[src/rtl/pwrup_seq.sv]
module pwrup_seq #(
  parameter int DELAY_CYC   = 20,
  parameter int TIMEOUT_CYC = 40
) (
  input  logic       clk,
  input  logic       rst_n,
  input  logic       supply_ok,
  input  logic       clk_seen,
  input  logic       pd_req,
  input  logic       pll_raw_lock,
  output logic [1:0] state,
  output logic       out_en,
  output logic       lock_flag,
  output logic       late_flag
);
  localparam int DW = $clog2(DELAY_CYC + 1);
  localparam int TW = $clog2(TIMEOUT_CYC + 1);
  localparam logic [DW-1:0] DLAST = DW'(DELAY_CYC - 1);
  localparam logic [TW-1:0] TLAST = TW'(TIMEOUT_CYC - 1);

  localparam logic [1:0] S_OFF    = 2'd0;
  localparam logic [1:0] S_SETTLE = 2'd1;
  localparam logic [1:0] S_WAIT   = 2'd2;
  localparam logic [1:0] S_RUN    = 2'd3;

  logic [1:0]    st;
  logic [DW-1:0] dcnt;
  logic [TW-1:0] wcnt;
  logic          lock_q, late_q;
  logic          go, waiting;

  assign go      = clk_seen && !pd_req && pll_raw_lock;
  assign waiting = (st == S_WAIT) && !pd_req;

  always_ff @(posedge clk or negedge rst_n) begin
    if (!rst_n)
      st <= S_OFF;
    else if (!supply_ok)
      st <= S_OFF;
    else begin
      case (st)
        S_OFF:    st <= S_SETTLE;
        S_SETTLE: if (dcnt == DLAST) st <= S_WAIT;
        S_WAIT:   if (go) st <= S_RUN;
        default:  if (pd_req) st <= S_WAIT;
      endcase
    end
  end

  always_ff @(posedge clk or negedge rst_n) begin
    if (!rst_n)             dcnt <= '0;
    else if (st == S_SETTLE) dcnt <= dcnt + 1'b1;
    else                    dcnt <= '0;
  end

  always_ff @(posedge clk or negedge rst_n) begin
    if (!rst_n)              wcnt <= '0;
    else if (!waiting)       wcnt <= '0;
    else if (wcnt != TLAST)  wcnt <= wcnt + 1'b1;
  end

  always_ff @(posedge clk or negedge rst_n) begin
    if (!rst_n)                          late_q <= 1'b0;
    else if (st == S_OFF)                late_q <= 1'b0;
    else if (waiting && wcnt == TLAST)   late_q <= 1'b1;
  end

  always_ff @(posedge clk or negedge rst_n) begin
    if (!rst_n)                     lock_q <= 1'b0;
    else if (pd_req || !supply_ok)  lock_q <= 1'b0;
    else if (pll_raw_lock)          lock_q <= 1'b1;
  end

  assign state     = st;
  assign out_en    = (st == S_RUN);
  assign lock_flag = lock_q;
  assign late_flag = late_q;

  AST_SUPPLY_DROP: assert property (@(posedge clk) disable iff (!rst_n)
    !supply_ok |=> st == S_OFF);
  AST_OFF_EXIT: assert property (@(posedge clk) disable iff (!rst_n)
    st == S_OFF |=> (st == S_OFF || st == S_SETTLE));
  AST_SETTLE_LEN: assert property (@(posedge clk) disable iff (!rst_n)
    (st == S_WAIT && $past(st) == S_SETTLE) |-> $past(dcnt) == DLAST);
  AST_RUN_ENTRY: assert property (@(posedge clk) disable iff (!rst_n)
    $rose(out_en) |-> ($past(st) == S_WAIT && $past(clk_seen) && !$past(pd_req) && $past(pll_raw_lock)));
  AST_PD_EXIT: assert property (@(posedge clk) disable iff (!rst_n)
    (st == S_RUN && pd_req && supply_ok) |=> st == S_WAIT);
  AST_LOCK_CLEAR: assert property (@(posedge clk) disable iff (!rst_n)
    (pd_req || !supply_ok) |=> !lock_q);
  AST_RUN_LOCKED: assert property (@(posedge clk) disable iff (!rst_n)
    out_en |-> lock_q);
  AST_LATE_SRC: assert property (@(posedge clk) disable iff (!rst_n)
    $rose(late_q) |-> $past(st) == S_WAIT);
endmodule

[config.mk]
export PLATFORM = sky130hd
export DESIGN_NAME = pwrup_seq
export DESIGN_NICKNAME = d
export VERILOG_FILES = /design/src/rtl/pwrup_seq.sv
export SDC_FILE = /design/constraint.sdc
export NUM_CORES = 1
export LEC_CHECK = 0
export ABC_AREA = 1
export BUFFER_PORTS_ARGS = -buffer_cell sky130_fd_sc_hd__buf_2
export CAP_MARGIN = 20
export CORE_UTILIZATION = 35
export CTS_CLUSTER_DIAMETER = 80
export CTS_CLUSTER_SIZE = 8
export DETAILED_ROUTE_END_ITERATION = 6
export GPL_ROUTABILITY_DRIVEN = 0
export SYNTH_ARGS = -nofsm -noshare
export SYNTH_HDL_FRONTEND = slang
export SYNTH_SLANG_ARGS = --single-unit
[constraint.sdc]
create_clock -name clk -period 2 [get_ports clk]
set_input_delay 0.1 -clock clk [delete_from_list [all_inputs] [get_ports clk]]
set_output_delay 0.1 -clock clk [all_outputs]
set_load 0.03 [all_outputs]
==> Word level (Yosys, flattened, before mapping) <==
Cells that the tools add are included.
{ "op_classes": {"muxes": 12, "add_sub_neg": 2, "n_reduce_logical": 11, "n_eq_ne": 10} }
{ "op_table": {"columns": ["cell", "count"], "rows": [
  ["2-to-1 mux 6 bit", 2],
  ["2-to-1 mux 2 bit", 4],
  ["adder 6 x 1 -> 6 bit (second input constant)", 1],
  ["equality test 6 bit (second input constant)", 1],
  ["inequality test 3 bit (second input constant)", 2],
  ["inequality test 6 bit (second input constant)", 1],
  ["case mux 2 bit (3 select lines)", 1],
  ["adder 5 x 1 -> 5 bit (second input constant)", 1],
  ["equality test 5 bit (second input constant)", 1],
  ["2-to-1 mux 5 bit", 1],
  ["inequality test 5 x 1 -> 1 bit (second input constant)", 1],
  ["equality test 2 bit (second input constant)", 2],
  ["logical AND 1 bit", 4],
  ["2-to-1 mux 1 bit", 4],
  ["nonzero test 2 bit", 2],
  ["AND reduction 3 bit", 1],
  ["equality test 2 x 1 -> 1 bit (second input constant)", 1],
  ["zero test 1 bit", 2],
  ["zero test 2 bit", 1],
  ["inequality test 2 x 1 -> 1 bit (second input constant)", 1],
  ["logical OR 1 bit", 1]
]} }
{ "word_totals": {"register_bits": 15, "inputBits": 6, "out_inout_bits": 5} }

==> Logic depth before layout (Yosys ltp) <==
Gate-level depths: netlist of run 1.
{ "logic_depth": {"ltp_word": 6, "depth_mapped": 8, "mapped_depth_nobuf": 8} }

==> Worst setup path before layout of run 1 <==
Ideal clock, no wire load.
{ "synth_timing": {"path_type": "reg2reg", "from": "register st[0] (netlist: state[0])", "to": "register st[0] (netlist: state[0])", "setup_time_ns": 0.118, "path_slack_ns": 0.574, "path_buffers": 0, "period_less_slack_ns": 1.426, "arrival_ns": 1.308, "path_stages_with_launch": 8, "path_cell_list": "dfrtp_1 -> inv_1 -> ha_1 -> inv_1 -> nand3b_1 -> nand3_1 -> nand2_1 -> nand2_1"} }
{ "synth_via": {"elab_chain_len": 3, "elab_cells_between_ends": 9, "cone_classes": "eq/ne: 5; mux: 2; reduce/logical: 2"} }
{ "synth_rtl": {"columns": ["item", "line_no", "text"], "rows": [
  ["start: declaration", "26", "logic [1:0] st;"],
  ["start signal: assignment", "37", "st <= S_OFF;"],
  ["start signal: assignment", "39", "st <= S_OFF;"],
  ["start signal: assignment", "42", "S_OFF: st <= S_SETTLE;"],
  ["equality test 2 bit, or another cell as far along", "41", "case (st)"],
  ["inequality test 5 x 1 -> 1 bit (no source line), or another cell as far along", null, null],
  ["AND reduction 3 bit (no source line) / 2-to-1 mux 2 bit (equally long branches)", null, null]
]} }
Parallel ways exist; a longest one is shown, timed or not.
A chain may end at the register's enable or synchronous reset.

==> Worst setup path after layout of run 1 <==
{ "layout_timing": {"from": "register st[1] (netlist: state[1])", "to": "register st[0] (netlist: state[0])"} }
Same word-level chain as after synthesis.

==> reports/qor.txt, run 1 <==
CTS max path bufs - 2
Initial antenna violation count - 0
CTS tree - done
FF+latch area - 375 µm²
Static Leak - 0.465 nW
I/O pin count - 11
# fillers - 214
Std cell rows - 16
Hpwl dp - 965 µm
Resized Gates After CTS - 0
First-pass GRT wire length - 2310 µm
Library cells used by synthesis - 19
Final WL - 1290 µm
Min-delay worst type - input pin to flop
Critical path type - flop to flop
Tcrit/Tclk final - 66.2%
Initial Util - 38.5%
Least-Margin Pin Slew - 339 ps
Die height - 49.4 µm
Number of nets in the layout - 117
Cell area after layout - 906 µm²
Yosys warnings - 0
Drt first pass iters - 4
Critical Path Fanout Max - 5
Final ANT Viol Nets - 0
Setup TNS - 0 ps
Grt ovf - 0
CP endpoint kind - flop
Placed cell area - 870 µm²
Total track usage - 12.6%
Diode count - 0
CORE AREA - 2040 µm²
CTS Sinks - 15
Max-slew headroom - 77.4%
FF+latch count, synth - 15
Pins Over Slew Limit - 0
Post-Syn Area - 786 µm²
Layout cell share with drive strength beyond 1 - 17.5%
Unrepaired setup endpoints after global routing - false
Largest net degree at the start of global routing - 16
Worst VDD drop - 0.000479 V
CP Launch Type - flop
Post-Synthesis Cells - 88
Cell Pwr Density - 944 nW/µm²
Final Hold Fails - 0
Total die area - 2440 µm²
DIE WIDTH - 49.4 µm
Crit path DAT - 1510 ps
Commonest cells after routing, fill and taps aside - dfrtp_1, nand2_1, nor2_1
Area added between synthesis and finish - 15.3%
Status - completed
Syn_nets - 101
Port Buffers - 10
CTS H-Tree Depth - 1
Via-to-Cell Ratio - 4.60
Total CTS buffers - 3
Clock transition at the registers of the reported paths - 90 ps
Setup Skew - 2.32 ps
DR iter-0 viols - 16
Clock tree root buffer cell - clkbuf_4
Sequential-to-total area share from yosys stat - 47.8%
Clk Latency, worst-skew pair - 280 ps
Peak Freq - 756 MHz
Area of the multi-input gates - 365 µm²
Setup violation total in the final timing report - 0
Mean Syn Cell Area - 8.93 µm²
Minimum clock period - 1320 ps
Avg WL per Cell - 9.88 µm
Req. time, crit path - 2180 ps
DRC viols - 0
Vias - 598
Most common cell after layout, fill and taps aside - dfrtp_1
# Max-Cap Violations - 0
Vias in the first global route - 570
## final timing paths
path	startpoint	endpoint	slack [ps]	depth (start not counted)
max	state[1]	state[0]	680	7
min	pll_raw_lock	lock_flag	50	2
max reg2reg	state[1]	state[0]	680	7
min reg2reg	dcnt[0]	dcnt[0]	470	1
max in group asynchronous	rst_n	dcnt[2]	1510	2
min in group asynchronous	rst_n	wcnt[0]	230	2
## cells by family after synthesis
family,synth area share [%]
and+or+nand+nor,25.6
DFF,47.8
buffers and inverters,5.73
adders and majority gates,11.1
AOI/OAI and AO/OA,4.14
xor gates and xnor gates,5.57
## state kept, by name (all words and copies together) (netlist names)
name and flops:
dcnt 5, late_flag 1, lock_flag 1, state 2, wcnt 6
## synth_stat cells
cell / instances / area share, %
nor2_2: 2 / 1.6
o21ai_0: 1 / 0.64
a21oi_1: 1 / 0.64
o21a_1: 1 / 0.96
dfrtp_1: 15 / 48
xor2_1: 4 / 4.5
nand2_1: 14 / 6.7
nand3_2: 1 / 1.3
inv_1: 12 / 5.7
a31oi_1: 1 / 0.80
nor3_1: 1 / 0.64
nand3b_1: 1 / 0.96
xnor2_1: 1 / 1.1
nor2_1: 13 / 6.2
nand4_1: 3 / 2.4
nand3_1: 8 / 5.1
nand2_2: 1 / 0.80
ha_1: 7 / 11
o21ai_2: 1 / 1.1
## timing repair
action / in CTS / in global routing
buffers inserted: 0 / 0
hold buffers: 1 / 0
endpoints found under the hold margin: 15 / 0
## metrics by stage
stage | hold slack [ps] | utilization, % | power [mW] | std cells | setup WS (ps)
after global placement | 26.6 | 42.6 | 0.677 | 125 | 728
after CTS | 35.7 | 44.4 | 0.860 | 130 | 680
after floorplan | -196 | - | 0.605 | 88 | 574
after global routing | 28.3 | 44.4 | 0.925 | 130 | 552
final | 45.9 | 44.4 | 0.855 | 130 | 677
after detailed placement | 24.2 | 42.6 | 0.680 | 125 | 698
## per-layer routing
layer	GRT usage (%)	routed length, µm	share of wire [%]	vias to the layer above
met5	0	0	0	-
met4	8.57	38	3.0	0
met3	1.87	52	4.0	5
met2	18.7	504	39	13
met1	16.9	689	54	271
li1	-	-	-	309
## cell type report
type                            count  area share (%)
Sequential cell                    15            41.4
Multi-Input combinational cell     61            40.3
Timing Repair Buffer               11            6.63
Inverter                           12            4.97
Tap cell                           27            3.73
Clock buffer                        4            2.90
## critical path, cell delays in order (launching register included)
cell and delay (ps):
dfrtp_1 440, inv_1 110, ha_1 280, inv_1 30, nand3b_1 120, nand3_1 120
nand2_1 70, nand2_1 50
## where the power goes
group / internal (mW) / switching, mW / total (mW)
clock: 0.0775 / 0.0991 / 0.177
combinational: 0.0992 / 0.189 / 0.288
sequential: 0.343 / 0.0470 / 0.390
total: 0.520 / 0.335 / 0.855
Power figures use the tool's default switching activity.
==> inputs of run 2 (changes only) <==
--- a/config.mk
+++ b/config.mk
@@ -5,7 +5,7 @@
 export SDC_FILE = /design/constraint.sdc
 export NUM_CORES = 1
 export LEC_CHECK = 0
-export ABC_AREA = 1
+export ABC_AREA = 0
 export BUFFER_PORTS_ARGS = -buffer_cell sky130_fd_sc_hd__buf_2
 export CAP_MARGIN = 20
 export CORE_UTILIZATION = 35
==> constraint.sdc (replaced) <==
create_clock -name clk -period 1.3 [get_ports clk]
set_input_delay 0.065 -clock clk [delete_from_list [all_inputs] [get_ports clk]]
set_output_delay 0.065 -clock clk [all_outputs]
set_load 0.03 [all_outputs]
==> reports/qor.txt, run 2 <==
Status - complete, but fails checks
Failing checks - setup timing
Most frequent cells after synthesis - dfrtp_1, nor2_1, ha_1
Compound-Gate Fraction of Synth Area - 4.42% (+0.28 points)
Placed cell area - 957 µm² (+10%)
XOR/XNOR Fraction of Synth Area - 8.02% (+2.4 points)
CTS max path bufs - 2 (unchanged)
CP Launch Type - flop
Critical path type - flop to flop
Drt first pass iters - 3 (-1)
Layout cell share with drive strength beyond 1 - 41.2% (+24 points)
Hpwl dp - 1050 µm (+8.5%)
Die height - 48.7 µm (-1.3%)
Post-Synth Simple-Gate Area - 22.4% (-3.2 points)
Crit path DAT - 1510 ps (about the same)
Most common cell after layout, fill and taps aside - buf_4
EDFF count, synth - 0 (unchanged)
Primary FF master, synth - dfrtp_1
Library cells used by synthesis - 20 (+1)
Area of the multi-input gates - 415 µm² (+14%)
Area added between synthesis and finish - 38.6%
Multiplexer area fraction after synthesis - 2.62% (+2.6 points)
Peak Freq - 744 MHz (-1.5%)
Pins Over Slew Limit - 0 (unchanged)
CTS Sinks - 15 (unchanged)
Cell area after layout - 1060 µm² (+17%)
Worst VDD drop - 0.00107 V (+120%)
First-pass GRT wire length - 2630 µm (+14%)
Cell Pwr Density - 1350 nW/µm² (+43%)
DR iter-0 viols - 5 (-11)
Post-synth ARST share - 100% (unchanged)
Final WL - 1470 µm (+14%)
Commonest cells after routing, fill and taps aside - buf_4, dfrtp_1, buf_2
Total CTS buffers - 3 (unchanged)
Number of nets in the layout - 116 (-0.85%)
Static Leak - 0.522 nW (+12%)
Syn_nets - 84 (-17%)
Count leader, synth - dfrtp_1
Total track usage - 14.8% (+2.1 points)
Total die area - 2380 µm² (-2.6%)
Max reg flops - 6 (unchanged)
Post-Synthesis Cells - 71 (-19%)
CP max stage cell - dfrtp_1
Share of the synthesized area in the top cell type - 49.1% (+1.3 points)
Top Layer Used - met3
Mean Syn Cell Area - 10.8 µm² (+21%)
Setup Skew - 11.2 ps (+8.87 ps)
Yosys warnings - 0 (unchanged)
Avg WL per Cell - 11.4 µm (+15%)
Std cell rows - 16 (unchanged)
Setup violation total in the final timing report - 3 (+3)
CORE AREA - 2000 µm² (-2.0%)
Grt ovf - 0 (unchanged)
Dominant cells by area after synthesis - dfrtp_1, ha_1, xor2_1
Yosys top cell by area - dfrtp_1
CP endpoint kind - flop
I/O pin count - 11 (unchanged)
Max-slew headroom - 77.6% (+0.22 points)
Least-Margin Pin Slew - 334 ps (-4.66 ps)
Synth Area in Adders - 11.5% (+0.31 points)
Met2 wire length - 793 µm (+57%)
DRC viols - 0 (unchanged)
Clock tree root buffer cell - clkbuf_4
Largest net degree at the start of global routing - 16 (unchanged)
Sequential-to-total area share from yosys stat - 49.1% (+1.3 points)
Clock transition at the registers of the reported paths - 90 ps (about the same)
FF+latch area - 378 µm² (+0.67%)
Setup TNS - -83.9 ps (-83.9 ps)
Req. time, crit path - 1460 ps (-720 ps)
Critical Path Fanout Max - 4 (-1)
Diode count - 0 (unchanged)
Minimum clock period - 1340 ps (+20.0 ps)
CTS H-Tree Depth - 1 (unchanged)
DIE WIDTH - 48.7 µm (-1.3%)
Hold Slack - 46.4 ps (+0.409 ps)
FF+latch count, synth - 15 (unchanged)
Wl on met1 - 642 µm (-6.8%)
Initial antenna violation count - 0 (unchanged)
Tcrit/Tclk final - 103% (+37 points)
Post-Syn Area - 764 µm² (-2.7%)
# fillers - 189 (-12%)
Clk Latency, worst-skew pair - 280 ps (about the same)
Delay of the slowest critical-path stage - 360 ps (-80 ps)
Min-delay worst type - input pin to flop
CP Cell Sequence - ha_2 -> nand2_2 -> nor4b_4 -> mux2i_1 -> nor2_1
Via-to-Cell Ratio - 4.62 (+0.44%)
Final Hold Fails - 0 (unchanged)
# Max-Cap Violations - 0 (unchanged)
Final ANT Viol Nets - 0 (unchanged)
Vias - 596 (-0.33%)
Initial Util - 38.2% (-0.29 points)
Unrepaired setup endpoints after global routing - true
Register bank with the most flops - wcnt
Main combinational cell family by area after synthesis - simple AND/OR/NAND/NOR gates
Routed length on met3 - 30 µm (-42%)
Port Buffers - 10 (unchanged)
Setup ws final - -43.2 ps (-720 ps)
Fin util - 52.9% (+8.6 points)
Vias in the first global route - 622 (+9.1%)
CTS tree - done
[run 2: cell types whose count changed in the layout (fill, tap and decap cells not counted), moves of 3 or more]
cell     change
buf_4       +15
inv_1       -10
nand2_1     -10
nand3_1      -5
nor2_1       -5
and2_1       +4
ha_1         -3
nand4_1      -3
[run 2: stage by stage]
step / instances / setup WS (ps) / power, mW
6_report: 129 / -43.2 / 1.43
4_1_cts: 128 / -24.5 / 1.40
3_5_place_dp: 119 / -24.4 / 1.12
5_1_grt: 129 / -120 / 1.55
2_1_floorplan: 71 / -34.7 / 0.920
3_3_place_gp: 119 / 11.8 / 1.12
[run 2: power breakdown]
group	switching [mW]	internal, mW
sequential	0.0498	0.524
combinational	0.312	0.288
clock	0.139	0.119
[run 2: per-layer routing]
layer | vias up | global-route usage (%)
met5 | - | 0
met4 | 0 | 7.35
met3 | 0 | 3.77
met2 | 4 | 25.2
met1 | 295 | 17.0
li1 | 297 | -
[run 2: repair_timing]
action | 4_1_cts | 5_1_grt
resized for setup | 0 | 8
setup buffers | 3 | 1
endpoints found under the hold margin | 16 | 0
hold buffers | 2 | 0
gates cloned | 0 | 0
endpoints found under the setup margin | 2 | 8
pin swaps | 1 | 2
[run 2: worst paths after layout]
path / start / to / slack (ps) / cells past startpoint
worst max-delay path: wcnt[0] / wcnt[1] / -40 / 5
worst min-delay path: supply_ok / state[0] / 50 / 3
worst max register to register: wcnt[0] / wcnt[1] / -40 / 5
worst min register to register: dcnt[0] / dcnt[0] / 530 / 2
max in group asynchronous: rst_n / state[0] / 820 / 2
min in group asynchronous: rst_n / lock_flag / 210 / 2
[run 2: cells by family after synthesis]
| kind of cell | Yosys count |
|---|---|
| and+or+nand+nor | 30 |
| xor gates and xnor gates | 7 |
| buffers and inverters | 4 |
| DFF | 15 |
| adders and majority gates | 7 |
| AOI/OAI and AO/OA | 6 |
| muxes | 2 |
[run 2: final cells by class]
| class | count | area share, % |
|---|---|---|
| repair buffers | 27 | 17.8 |
| well taps | 27 | 3.19 |
| flip-flops and latches | 15 | 35.7 |
| multi-input cells | 52 | 39.2 |
| inverters | 4 | 1.65 |
| clock buffers | 4 | 2.48 |
[run 2: critical path: cells and delay by family (launching register included)]
kind                       cells  cell delay (ps)
and+or+nand+nor                3              450
muxes                          1              220
DFF                            1              360
adders and majority gates      1              190
